==> src/rtl/dma_irq_pkg.sv <==
package dma_irq_pkg;
  localparam int unsigned REG_W = 32;

  typedef enum logic [1:0] {
    OP_PLAIN = 2'd0,
    OP_SET   = 2'd1,
    OP_CLR   = 2'd2,
    OP_NONE  = 2'd3
  } acc_op_e;

  typedef enum logic [1:0] {
    SEL_CMPL  = 2'd0,
    SEL_ERR   = 2'd1,
    SEL_CHCTL = 2'd2,
    SEL_GLB   = 2'd3
  } reg_sel_e;
endpackage

==> src/rtl/dma_irq_reg.sv <==
module dma_irq_reg
  import dma_irq_pkg::*;
#(
  parameter int unsigned W = 32,
  parameter logic [W-1:0] WMASK = '1,
  parameter logic [W-1:0] AUTO_CLR = '0
) (
  input  logic         clk_i,
  input  logic         rst_ni,
  input  logic         wr_i,
  input  acc_op_e      op_i,
  input  logic [W-1:0] wdata_i,
  input  logic [W-1:0] hw_set_i,
  output logic [W-1:0] q_o
);
  logic [W-1:0] q_q, base, nxt;

  always_comb begin
    base = q_q & ~AUTO_CLR;
    nxt  = base;
    if (wr_i) begin
      unique case (op_i)
        OP_PLAIN: nxt = wdata_i;
        OP_SET:   nxt = base | wdata_i;
        OP_CLR:   nxt = base & ~wdata_i;
        default:  nxt = base;
      endcase
    end
    // hardware set overrides a same-cycle clear
    nxt = (nxt | hw_set_i) & WMASK;
  end

  always_ff @(posedge clk_i or negedge rst_ni) begin
    if (!rst_ni) q_q <= '0;
    else         q_q <= nxt;
  end

  assign q_o = q_q;
endmodule

==> src/rtl/dma_irq_prio.sv <==
module dma_irq_prio #(
  parameter int unsigned W = 32,
  localparam int unsigned IDX_W = $clog2(W)
) (
  input  logic [W-1:0]     vec_i,
  output logic             vld_o,
  output logic [IDX_W-1:0] idx_o
);
  always_comb begin
    idx_o = '0;
    for (int i = 0; i < W; i++) begin
      if (vec_i[i]) idx_o = IDX_W'(i);
    end
  end

  assign vld_o = |vec_i;
endmodule

==> src/rtl/dma_irq_csr.sv <==
module dma_irq_csr
  import dma_irq_pkg::*;
#(
  parameter int unsigned NCH    = 16,
  parameter int unsigned ADDR_W = 8,
  localparam int unsigned W     = 2 * NCH,
  localparam int unsigned IDX_W = $clog2(W)
) (
  input  logic              clk_i,
  input  logic              rst_ni,
  input  logic              req_i,
  input  logic              we_i,
  input  logic [ADDR_W-1:0] addr_i,
  input  logic [REG_W-1:0]  wdata_i,
  output logic [REG_W-1:0]  rdata_o,
  input  logic [NCH-1:0]    cmpl_evt_i,
  input  logic [NCH-1:0]    term_err_evt_i,
  input  logic [NCH-1:0]    bus_err_evt_i,
  output logic              irq_o,
  output logic              evt_valid_o,
  output logic [IDX_W-1:0]  evt_idx_o,
  output logic [NCH-1:0]    freeze_o,
  output logic [NCH-1:0]    chan_rst_o,
  output logic [1:0]        burst_en_o
);
  localparam int unsigned BURST_LO = 28;
  localparam logic [REG_W-1:0] GLB_MASK = REG_W'(3) << BURST_LO;
  localparam logic [W-1:0] RST_FIELD = {{NCH{1'b1}}, {NCH{1'b0}}};

  reg_sel_e   sel;
  acc_op_e    op;
  logic       addr_ok;
  logic [3:0] wr;

  assign sel     = reg_sel_e'(addr_i[5:4]);
  assign op      = acc_op_e'(addr_i[3:2]);
  assign addr_ok = (addr_i[ADDR_W-1:6] == '0) && (addr_i[1:0] == 2'b00);

  always_comb begin
    wr = '0;
    if (req_i && we_i && addr_ok && op != OP_NONE) wr[sel] = 1'b1;
  end

  logic [W-1:0]     cmpl_q, err_q, chctl_q;
  logic [REG_W-1:0] glb_q;

  dma_irq_reg #(.W(W)) u_cmpl (
    .clk_i, .rst_ni, .wr_i(wr[SEL_CMPL]), .op_i(op), .wdata_i(wdata_i[W-1:0]),
    .hw_set_i({{NCH{1'b0}}, cmpl_evt_i}), .q_o(cmpl_q)
  );

  dma_irq_reg #(.W(W)) u_err (
    .clk_i, .rst_ni, .wr_i(wr[SEL_ERR]), .op_i(op), .wdata_i(wdata_i[W-1:0]),
    .hw_set_i({bus_err_evt_i, term_err_evt_i}), .q_o(err_q)
  );

  dma_irq_reg #(.W(W), .AUTO_CLR(RST_FIELD)) u_chctl (
    .clk_i, .rst_ni, .wr_i(wr[SEL_CHCTL]), .op_i(op), .wdata_i(wdata_i[W-1:0]),
    .hw_set_i('0), .q_o(chctl_q)
  );

  dma_irq_reg #(.W(REG_W), .WMASK(GLB_MASK)) u_glb (
    .clk_i, .rst_ni, .wr_i(wr[SEL_GLB]), .op_i(op), .wdata_i(wdata_i),
    .hw_set_i('0), .q_o(glb_q)
  );

  always_comb begin
    rdata_o = '0;
    if (addr_ok && op != OP_NONE) begin
      unique case (sel)
        SEL_CMPL:  rdata_o = REG_W'(cmpl_q);
        SEL_ERR:   rdata_o = REG_W'(err_q);
        SEL_CHCTL: rdata_o = REG_W'(chctl_q);
        default:   rdata_o = glb_q;
      endcase
    end
  end

  logic [NCH-1:0] cmpl_en, err_cls;
  assign cmpl_en = cmpl_q[NCH-1:0] & cmpl_q[W-1:NCH];
  // termination error with a completion alongside counts as completed
  assign err_cls = (err_q[W-1:NCH] & err_q[NCH-1:0])
                 | (~err_q[W-1:NCH] & err_q[NCH-1:0] & ~cmpl_q[NCH-1:0]);

  dma_irq_prio #(.W(W)) u_prio (
    .vec_i({err_cls, cmpl_en}), .vld_o(evt_valid_o), .idx_o(evt_idx_o)
  );

  assign irq_o      = (|cmpl_en) | (|err_q);
  assign freeze_o   = chctl_q[NCH-1:0];
  assign chan_rst_o = chctl_q[W-1:NCH];
  assign burst_en_o = glb_q[BURST_LO+1:BURST_LO];
endmodule

==> config.mk <==
export PLATFORM = sky130hd
export DESIGN_NAME = dma_irq_csr
export DESIGN_NICKNAME = d
export VERILOG_FILES = /design/src/rtl/dma_irq_pkg.sv /design/src/rtl/dma_irq_reg.sv /design/src/rtl/dma_irq_prio.sv /design/src/rtl/dma_irq_csr.sv
export SDC_FILE = /design/constraint.sdc
export NUM_CORES = 1
export LEC_CHECK = 0
export CAP_MARGIN = 10
export CORE_ASPECT_RATIO = 1.75
export CORE_MARGIN = 1
export CORE_UTILIZATION = 49
export DETAILED_ROUTE_END_ITERATION = 7
export PLACE_DENSITY = 0.78
export RECOVER_POWER = 50
export SYNTH_ARGS = -nofsm -noshare
export SYNTH_HDL_FRONTEND = slang
export SYNTH_SLANG_ARGS = --single-unit
==> constraint.sdc <==
create_clock -name clk_i -period 2.8 [get_ports clk_i]
set_clock_uncertainty 0.2 [all_clocks]
set_input_delay 0.56 -clock clk_i [delete_from_list [all_inputs] [get_ports clk_i]]
set_output_delay 0.56 -clock clk_i [all_outputs]
set_load 0.005 [all_outputs]
==> results.yml <==
synth:
  postSynthCellCount: 643
  synthTopCellsByCount: "dfrtp_1 (98), nor2_1 (80), o21ai_0 (60), nand2_1 (52), a221o_1 (48)"
  seq_area_frac_synth_pct: 41.6
  synth_nets: 735
  synthDominantCellAreaShare_pct: 41.6
  synth_area_leaders: "dfrtp_1 (42%), a221o_1 (8.2%), a22oi_1 (6.0%)"
  synth_ff_type: "dfrtp_1"
  netlist_area_sq_um: 5890
  synth_cell_type_count: 51
  synth_top_area_cell: "dfrtp_1"
  yosysMostFrequentCell: "dfrtp_1"
  ys_ff_latch: 98
  yosys_warnings: 0
  postSynth.asyncResetShare_pct: 100
  synth_edf_count: 0
  syn_avg_cell_area_sq_um: 9.17
final_layout:
  fin_area_sq_um: 9080
  post-route-util_pct: 78.0
  ff_latch_area_sq_um: 2470
  layout.nets: 981
  multiInputGateArea_sq_um: 3410
  drive_gt1_share_pct: 23.2
  n_antenna_cell: 0
  fillers: 818
  syn_to_final_growth_pct: 54.1
  fin_cells: 1028
power:
  ir_worst_vdd_mv: 0.251
  p_int_mw: 2.37
  p_seq_share_pct: 44.9
  power_density_nw_per_um2: 352
  p_switching_uw: 831
  power.total_mw: 3.20
  clock_power_share_pct: 39.5
  cellLeakagePower_nw: 3.66
  swShare_pct: 26.0
  p_comb_share_pct: 15.6
timing:
  max_slew_margin_pct: 20.8
  finalSetupTns_ps: -71.9
  hold-worst-slack_ps: 240
  rsz0062_at_grt: "yes"
  fin_ws_ps: -71.9
  period_share_pct: 103
  worst_pin_slew_ps: 1190
  max_freq_ghz: 0.348
  setup_viol: 1
  final_max_slew_viol_count: 0
  min_period_ps: 2870
  hold_violations: 0
critical_path:
  slowest_delay_ps: 560
  r2r_setup_slack_ps: 1350
  slowest_stage: "a222oi_1"
  worstPathRequired_ps: 2040
  crit_path_end_kind: "output port"
  worstSetupPathType: "flop to output port"
  path_cells: "buf_6 > nand2b_4 > a222oi_1 > o211a_1 > a21boi_2 > a211oi_2 > buf_2"
  path_max_fanout: 3
  cp_data_arrival_time_ps: 2110
  setup.worst_path.start_class: "flop"
grt:
  antenna_found_initial: 0
  use_met2_pct: 72.0
  grt_overflow: 0
  grt_usage_pct: 41.6
  grt_pass1_vias: 7160
  grt.met3_usage_pct: 7.13
  grt_max_degree: 47
  use_met1_pct: 46.2
  grt.busiest_layer: "met2"
  grt_pass1_wl_mm: 39.2
clock_tree:
  cts_root_buf: "clkbuf_16"
  clock-sinks: 98
  htree_num_levels: 3
  cts_tree: "done"
  clockBufferDepth: 2
  path_clk_slew_ps: 80
  cts_hold_buffers: 0
  clk_latency_ps: 340
  cts_buffers: 9
floorplanning:
  die_y_microns: 147
  initial_utilization_pct: 50.6
  core.rowCount: 52
  io_pins: 165
  coreArea_sq_um: 11600
  die_w_microns: 84.9
  fp.dieArea_sq_um: 12500
placed_design:
  dp_hpwl_mm: 17.5
  dp.cells: 971
  routabilityCongestion: 0.994
  port_buffers: 164
  placement.setup.worst_slack_ps: -265
  postPlaceCellArea_sq_um: 8170
job:
  drv_cap: 0
routing:
  drt-initial-drc-count: 640
  post_drt_via_cell_ratio: 6.77
  firstDrtPassIters: 8
  ant_nets: 0
  wl_per_cell_microns: 25.0
  remaining_drc_errors: 11
  wirelength_mm: 25.7
  dr_total_vias: 6955
worst_hold_path:
  hold_path_class: "input pin to asynchronous set/reset pin"
outcome:
  violations: "design-rule violations, negative setup slack"
  outcome: "finished, violations left"
==> worst paths after layout <==
check                                     start              end  cells after the start
worst min-delay path                     rst_ni  u_chctl.q_o[31]                      1
max in group asynchronous                rst_ni   u_cmpl.q_o[11]                      2
worst min register to register  u_chctl.q_o[15]  u_chctl.q_o[15]                      1
min in group clk_i              u_chctl.q_o[15]  u_chctl.q_o[15]                      1
worst max-delay path             u_cmpl.q_o[13]     evt_idx_o[0]                      7
worst max register to register   u_cmpl.q_o[13]   u_cmpl.q_o[13]                      4
==> logic make-up after synthesis <==
family / Yosys count / synth area share, %
flops: 98 / 41.6
simple gates: 215 / 18.7
buf+inv: 51 / 3.97
compound gates: 247 / 29.9
mux: 32 / 5.86
==> layout make-up <==
class / instances / area share [%]
tap: 135 / 1.86
clock inverter: 6 / 0.744
clock buffer: 9 / 2.48
multi-input combinational: 494 / 37.5
timing repair buffer: 281 / 30.0
sequential: 98 / 27.2
inverter: 5 / 0.207
==> critical path, delay by kind of cell (launching register included) <==
kind                   cells  cell delay (ps)
flip-flops                 1              410
buffers and inverters      2              250
AO/OA/AOI/OAI              4             1040
AND/OR/NAND/NOR            1               50
==> power by group through the flow <==
| stage | sequential (mW) | combinational [mW] | clock [mW] |
|---|---|---|---|
| after global placement | 1.46 | 0.443 | 0 |
| after global routing | 1.43 | 0.526 | 1.33 |
| after floorplan | 1.46 | 0.157 | 0 |
| final | 1.43 | 0.499 | 1.26 |
| after detailed placement | 1.46 | 0.453 | 0 |
| after CTS | 1.43 | 0.493 | 1.27 |
==> routing by layer <==
layer  share of wire [%]  vias up
li1                    -     2945
met1                  34     3329
met2                  51      535
met3                 8.1      146
met4                 7.1        0
met5                   0        -
==> cell usage in the layout (no fill, tap or decap), types with 9 or more instances in the layout <==
cell             synthesis  routed
a21oi_1                 34      33
a22oi_2                  0      11
a221o_1                 48      48
buf_12                   0      12
dfrtp_2                  0      11
clkdlybuf4s50_1          0      85
mux2i_1                 30      30
and3_1                  19      18
clkbuf_2                 1       9
o21ai_1                 10      11
o2bb2ai_1               17      17
dfrtp_1                 98      87
dlygate4sd3_1            0      32
nor2_1                  80      77
nand2_1                 52      51
o21ai_0                 60      59
dlygate4sd2_1            0      23
clkbuf_16                0       9
a22oi_1                 47      36
buf_4                    3      91
nand2b_1                34      28
==> flip-flops by register name, indices dropped and copies added, names as in the netlist <==
register	cells
u_chctl.q_o	32
u_glb.q_o	2
u_err.q_o	32
u_cmpl.q_o	32
==> timing repair <==
action / 4_1_cts / 5_1_grt
setup endpoints to repair: 39 / 23
pin swaps: 14 / 18
setup buffers: 26 / 10
resized for setup: 101 / 40
cloned: 6 / 0
No activity file was read; power rests on OpenSTA's default activity.
